<file path="config.mk">
export PLATFORM = sky130hd
export DESIGN_NAME = hclk_tick_div
export DESIGN_NICKNAME = d
export VERILOG_FILES = /design/src/rtl/hcd_pkg.sv /design/src/rtl/hcd_auto_pick.sv /design/src/rtl/hcd_cfg_reg.sv /design/src/rtl/hcd_tick_cnt.sv /design/src/rtl/hclk_tick_div.sv
export SDC_FILE = /design/constraint.sdc
export NUM_CORES = 1
export LEC_CHECK = 0
export BUFFER_PORTS_ARGS = -buffer_cell sky130_fd_sc_hd__buf_2
export CORE_MARGIN = 4
export CORE_UTILIZATION = 47
export DETAILED_ROUTE_END_ITERATION = 16
export PLACE_DENSITY = 0.75
export SLEW_MARGIN = 40
export SYNTH_ARGS = -nofsm -noshare
export SYNTH_HDL_FRONTEND = slang
export SYNTH_SLANG_ARGS = --single-unit
</file>
<file path="constraint.sdc">
create_clock -name clk -period 2.05 [get_ports clk]
set_input_delay 0.41 -clock clk [delete_from_list [all_inputs] [get_ports clk]]
set_output_delay 0.41 -clock clk [all_outputs]
set_load 0.01 [all_outputs]
</file>
<file path="src/rtl/hcd_pkg.sv">
// Shared definitions for the host clock tick divider.
// Assumes a fixed table of eight ratios addressed by a 3-bit code.
package hcd_pkg;
    localparam int SEL_W     = 3;
    localparam int NUM_CODES = 1 << SEL_W;
    localparam int RATIO_MAX = 32;

    // Captured divider configuration.
    typedef struct packed {
        logic [SEL_W-1:0] sel;
        logic             en;
        logic             err;
    } hcd_cfg_t;

    // Map a select code to its division ratio.
    function automatic int unsigned code_ratio(input logic [SEL_W-1:0] code);
        case (code)
            3'd0:    return 1;
            3'd1:    return 2;
            3'd2:    return 4;
            3'd3:    return 6;
            3'd4:    return 8;
            3'd5:    return 16;
            3'd6:    return 24;
            default: return 32;
        endcase
    endfunction
endpackage

</file>
<file path="src/rtl/hcd_auto_pick.sv">
// Chooses the highest select code whose divided rate lies inside the
// inclusive frequency window. Each window test is folded into two constant
// multiplies, so no divider is built. Assumes FREQ_W <= 32.
module hcd_auto_pick #(
    parameter int FREQ_W      = 16,
    parameter int WIN_MIN_MHZ = 150,
    parameter int WIN_MAX_MHZ = 300
) (
    input  logic [FREQ_W-1:0]        freq_mhz,
    output logic [hcd_pkg::SEL_W-1:0] pick_sel,
    output logic                     pick_ok
);
    logic [hcd_pkg::NUM_CODES-1:0] fit;

    // One window comparator per code.
    for (genvar gi = 0; gi < hcd_pkg::NUM_CODES; gi++) begin : g_fit
        localparam int unsigned LO = WIN_MIN_MHZ * hcd_pkg::code_ratio(gi[hcd_pkg::SEL_W-1:0]);
        localparam int unsigned HI = WIN_MAX_MHZ * hcd_pkg::code_ratio(gi[hcd_pkg::SEL_W-1:0]);
        assign fit[gi] = (32'(freq_mhz) >= LO) && (32'(freq_mhz) <= HI);
    end

    // Priority toward the highest code, i.e. downward search, first hit wins.
    always_comb begin
        pick_ok  = 1'b0;
        pick_sel = '0;
        for (int k = 0; k < hcd_pkg::NUM_CODES; k++) begin
            if (fit[k]) begin
                pick_ok  = 1'b1;
                pick_sel = k[hcd_pkg::SEL_W-1:0];
            end
        end
    end
endmodule

</file>
<file path="src/rtl/hcd_cfg_reg.sv">
// Holds the active divider configuration. Loads only while the divider
// reset is high; all inputs are ignored otherwise.
module hcd_cfg_reg (
    input  logic                      clk,
    input  logic                      rst_n,
    input  logic                      div_rst,
    input  logic                      auto_sel,
    input  logic [hcd_pkg::SEL_W-1:0] sel_in,
    input  logic                      en_in,
    input  logic [hcd_pkg::SEL_W-1:0] pick_sel,
    input  logic                      pick_ok,
    output hcd_pkg::hcd_cfg_t         cfg
);
    // Capture select, enable and error during divider reset.
    always_ff @(posedge clk) begin
        if (!rst_n) begin
            cfg <= '0;
        end else if (div_rst) begin
            cfg.en <= en_in;
            if (auto_sel) begin
                cfg.sel <= pick_ok ? pick_sel : '0;
                cfg.err <= !pick_ok;
            end else begin
                cfg.sel <= sel_in;
                cfg.err <= 1'b0;
            end
        end
    end
endmodule

</file>
<file path="src/rtl/hcd_tick_cnt.sv">
// Wrapping counter that emits one tick per selected ratio. Counts only when
// the divider is out of reset, enabled and error-free; otherwise held at 0.
module hcd_tick_cnt (
    input  logic              clk,
    input  logic              rst_n,
    input  logic              div_rst,
    input  hcd_pkg::hcd_cfg_t cfg,
    output logic              tick
);
    localparam int CNT_W = $clog2(hcd_pkg::RATIO_MAX);

    logic [CNT_W-1:0] cnt;
    logic [CNT_W-1:0] last;
    logic             run;

    // Terminal count and run qualifier.
    always_comb begin
        last = CNT_W'(hcd_pkg::code_ratio(cfg.sel) - 1);
        run  = !div_rst && cfg.en && !cfg.err;
        tick = run && (cnt == last);
    end

    // Advance or clear the count.
    always_ff @(posedge clk) begin
        if (!rst_n || !run) begin
            cnt <= '0;
        end else if (cnt == last) begin
            cnt <= '0;
        end else begin
            cnt <= cnt + 1'b1;
        end
    end
endmodule

</file>
<file path="src/rtl/hclk_tick_div.sv">
// Top level of the host clock tick divider: automatic code search,
// configuration capture and tick counter. Assumes bus_freq_mhz is static
// while div_rst is high.
module hclk_tick_div #(
    parameter int FREQ_W      = 16,
    parameter int WIN_MIN_MHZ = 150,
    parameter int WIN_MAX_MHZ = 300
) (
    input  logic                      clk,
    input  logic                      rst_n,
    input  logic                      div_rst,
    input  logic                      clk_en,
    input  logic                      auto_sel,
    input  logic [hcd_pkg::SEL_W-1:0] sel_in,
    input  logic [FREQ_W-1:0]         bus_freq_mhz,
    output logic                      tick,
    output logic [hcd_pkg::SEL_W-1:0] stat_sel,
    output logic                      stat_en,
    output logic                      stat_err
);
    logic [hcd_pkg::SEL_W-1:0] pick_sel;
    logic                      pick_ok;
    hcd_pkg::hcd_cfg_t         cfg;

    hcd_auto_pick #(
        .FREQ_W     (FREQ_W),
        .WIN_MIN_MHZ(WIN_MIN_MHZ),
        .WIN_MAX_MHZ(WIN_MAX_MHZ)
    ) u_pick (
        .freq_mhz(bus_freq_mhz),
        .pick_sel(pick_sel),
        .pick_ok (pick_ok)
    );

    hcd_cfg_reg u_cfg (
        .clk     (clk),
        .rst_n   (rst_n),
        .div_rst (div_rst),
        .auto_sel(auto_sel),
        .sel_in  (sel_in),
        .en_in   (clk_en),
        .pick_sel(pick_sel),
        .pick_ok (pick_ok),
        .cfg     (cfg)
    );

    hcd_tick_cnt u_cnt (
        .clk    (clk),
        .rst_n  (rst_n),
        .div_rst(div_rst),
        .cfg    (cfg),
        .tick   (tick)
    );

    // Status readback of the captured configuration.
    always_comb begin
        stat_sel = cfg.sel;
        stat_en  = cfg.en;
        stat_err = cfg.err;
    end
endmodule

</file>
==> impl_results.md <==
* Outcome: finished with violations
* Failing checks: setup timing
* Cell variety after synth at slightly above 50
* Worst-skew pair later-pin latency at roughly 0.27 ns
* Clk pin slew, worst setup/hold paths at 0.07 ns
* Post-synthesis simple-gate area fraction at 0.338
* Final instance area at 1520 sq um
* Met2 usage at 0.372
* Async SR Flop Fraction at 0
* Core area at ~2300 sq um
* Leak pwr at about 0.00063 uW
* Die height at 57.3 um
* Clock buffer depth at 2
* Pint at ~410 uW
* Sequential area share after synthesis at 0.175
* Total wire length at 3400 um
* # hold bufs at CTS at 0
* Initial antenna violation count at 0
* Iter 0 DRT Violations at 53
* CP startpoint kind: flip-flop
* Yosys top cell by area: dfxtp_1
* Worst Path Required at around 1.6 ns
* TritonCTS clock tree: yes
* Synthesized area at 1140 sq um
* Post-route ant nets at 0
* Rel. slew slack at 0.736
* #FFs+latches synth at 10
* H-tree lvl count at 1
* Grt total ovfl at 0
* Crit path time final at 2.56 ns
* Ranking of synthesized cells by area: dfxtp_1 (18%), nor2_1 (6.3%), a21oi_1 (4.8%)
* Worst Hold Class: in -> reg
* Final setup vio count at 6
* Vias at 1353
* Fillers at 190
* Clk sinks at 10
* Synth Area in Adders at 0.0219
* Syn Nets at ~180
* Crit path max fanout at 2
* Synth Instances at 153
* Worst-Margin Slew at 0.389 ns
* TNS Setup at -2.12 ns
* Crit path kind: reg -> out
* Area share of the largest cell type after synthesis at 0.175
* Worst vdd rail ir drop at 0.332 mV
* Final worst setup slack at -0.514 ns
* Largest net degree at the start of global routing at 16
* Routability congestion estimate at 0.931
* Worst path cell trace: or3_4 > ha_4 > nand2b_4 > xnor2_2 > a22oi_2 > xnor2_2 > nor4b_2 > buf_2
* Critical path's slowest cell: or3_4
* First-pass GRT wire length at slightly below 6000 um
* Ratio of cells with drive above 1 in the final layout at 0.381
* Hold Vio Cnt, Final at 0
* Max Slew Vio Count at 0
* Vias in the first global route at 1311
* Skew final at around 0.0067 ns
* Switch Pwr at around 220 uW
* Multi-input gate area at 947 sq um
* Period utilization at 1.25
* Delay of the slowest cell on the worst path at 0.38 ns
* Reg2reg path depth at 10
* # nets final at 224
* Post-synth EDFFs at 0
* Pre-antenna DRT Iters at 5
* Root buffer cell: clkbuf_4
* Warnings from Yosys at 0
* Max frequency at 390 MHz
* Row cnt at 17
* Share of power burned in registers at 0.328
* Comb power frac at 0.439
* Most used cell along the critical path: xnor2_2
* Post-synthesis xor/xnor area fraction at 0.0691
* Overall routing resource usage at 0.222
* I/O Pins at 30
* Post-synth top flop: dfxtp_1
* HPWL after detailed placement at 2580 um
* Area Overhead vs Synth at 33.6%
* Clock power frac at 0.233
* Drt wl/cell at about 15 um
* Post-synthesis mux area share at 0
* Die X at between 50 and 60 um
* GRT busiest layer: met2
* Largest family of logic cells by synthesized area: compound AO/OA/AOI/OAI gates
* WHS Path Cells at 3
* Avg Vias per Cell at between 6 and 7
* Arrival time worst endpoint at around 2.2 ns
* Met3 GRT Util at 0.0452
* Total CTS buffers at 3
* Initial Util at 0.506
* Compound-cell area share of the yosys netlist at 0.350
* Drc violations at 0
* Sw Ratio at 0.350
* Ant. Diodes at 0
* Routing usage on met1 at 0.281
* Worst setup EP type: primary output
* Placed cell areas at 1450 sq um
* Max-cap violations at 0
* Syn avg cell area at 7.46 sq um
* RSZ-0062 raised after global routing: true
* Total power per unit cell area at 411 nW/um^2
* Register area at 205 sq um
* # port buffers at 29
* Die area at about 3300 sq um
==> power by group through the flow <==
stage                     Clock [uW]  Sequential (uW)  Combinational, uW
after global placement             0              209                230
after CTS                        145              206                264
after detailed placement           0              210                241
after floorplan                    0              218                136
final                            146              205                275
after global routing             156              206                301
==> stage by stage <==
step	setup WS [ns]	power, uW	std cells	hold slack, ns	util
after floorplan	-0.146	354	153	0.442	-
after global placement	-0.153	439	220	0.467	0.642
after detailed placement	-0.270	451	220	0.467	0.642
after CTS	-0.462	615	225	0.407	0.673
after global routing	-0.595	664	225	0.429	0.676
final	-0.514	626	225	0.403	0.676
==> flip-flops by register name, summed over array words and instances (netlist names) <==
name / flops
u_cnt.cnt: 5
u_cfg.cfg: 5
==> worst max-delay path: cells and delay by family (launching register included) <==
family	cells	cell delay (ns)
AND/OR/NAND/NOR	3	0.72
flip-flops	1	0.34
XOR/XNOR	2	0.25
AO/OA/AOI/OAI	1	0.23
adder cells (fa/ha/maj)	1	0.17
buffers and inverters	1	0.16
==> layout make-up <==
type | count | share of cell area
multi-input cells | 130 | 0.622
repair buffers | 49 | 0.194
flip-flops and latches | 10 | 0.135
well taps | 28 | 0.0230
clock buffers | 4 | 0.0172
inverters | 4 | 0.00985
==> cells in the final DEF, fill, tap and decap left out, types with 3 or more instances in the layout <==
master	n
a21oi_1	11
o21ai_1	3
nand2b_1	5
nor2b_1	3
xor2_1	3
o31ai_1	3
dfxtp_1	8
clkbuf_4	3
buf_4	20
inv_1	4
o21ai_0	3
nand2_1	12
nor3_1	5
nor2_1	19
buf_2	29
xnor2_1	3
nand3_1	5
o211ai_1	5
==> per-layer routing <==
| layer | vias to the layer above | wire [um] |
|---|---|---|
| li1 | 671 | - |
| met2 | 65 | 1670 |
| met1 | 607 | 1410 |
| met4 | 0 | 95 |
| met3 | 10 | 223 |
| met5 | - | 0 |
==> path summary, 6_finish.rpt <==
check | start | slack, ns | endpoint
max | u_cfg.cfg[3] | -0.51 | tick
min | clk_en | 0.40 | u_cfg.cfg[1]
max reg2reg | u_cfg.cfg[3] | -0.33 | u_cnt.cnt[2]
min reg2reg | u_cnt.cnt[0] | 0.48 | u_cnt.cnt[0]
==> timing repair <==
| item | CTS | global route |
|---|---|---|
| pin swaps | 7 | 3 |
| setup buffers | 1 | 0 |
| endpoints found under the setup margin | 6 | 6 |
| resized for setup | 5 | 1 |
| gates cloned | 0 | 0 |
==> cell families after synthesis <==
family                   Yosys count
buffers and inverters             13
AO/OA/AOI/OAI                     51
adder cells (fa/ha/maj)            2
AND/OR/NAND/NOR                   68
XOR/XNOR                           9
flip-flops                        10
==> cell usage after synthesis (2+ instances only) <==
library cell  number
a31oi_1            2
nor2b_1            3
o2111a_1           2
o21ai_1            3
nor3_1             5
or4_4              2
dfxtp_1           10
nor2_1            19
a21oi_1           11
o311ai_1           2
nand2b_1           6
nand2_1           12
clkbuf_1           6
xor2_1             4
nand3b_1           2
o31ai_1            3
o311a_1            2
xnor2_1            5
o21ai_0            3
o211ai_1           5
buf_2              3
a211oi_1           2
o21ai_2            2
o21a_1             2
nand3_1            5
nand4_1            2
ha_1               2
and3_1             2
inv_1              4
Power figures use the tool's default switching activity.
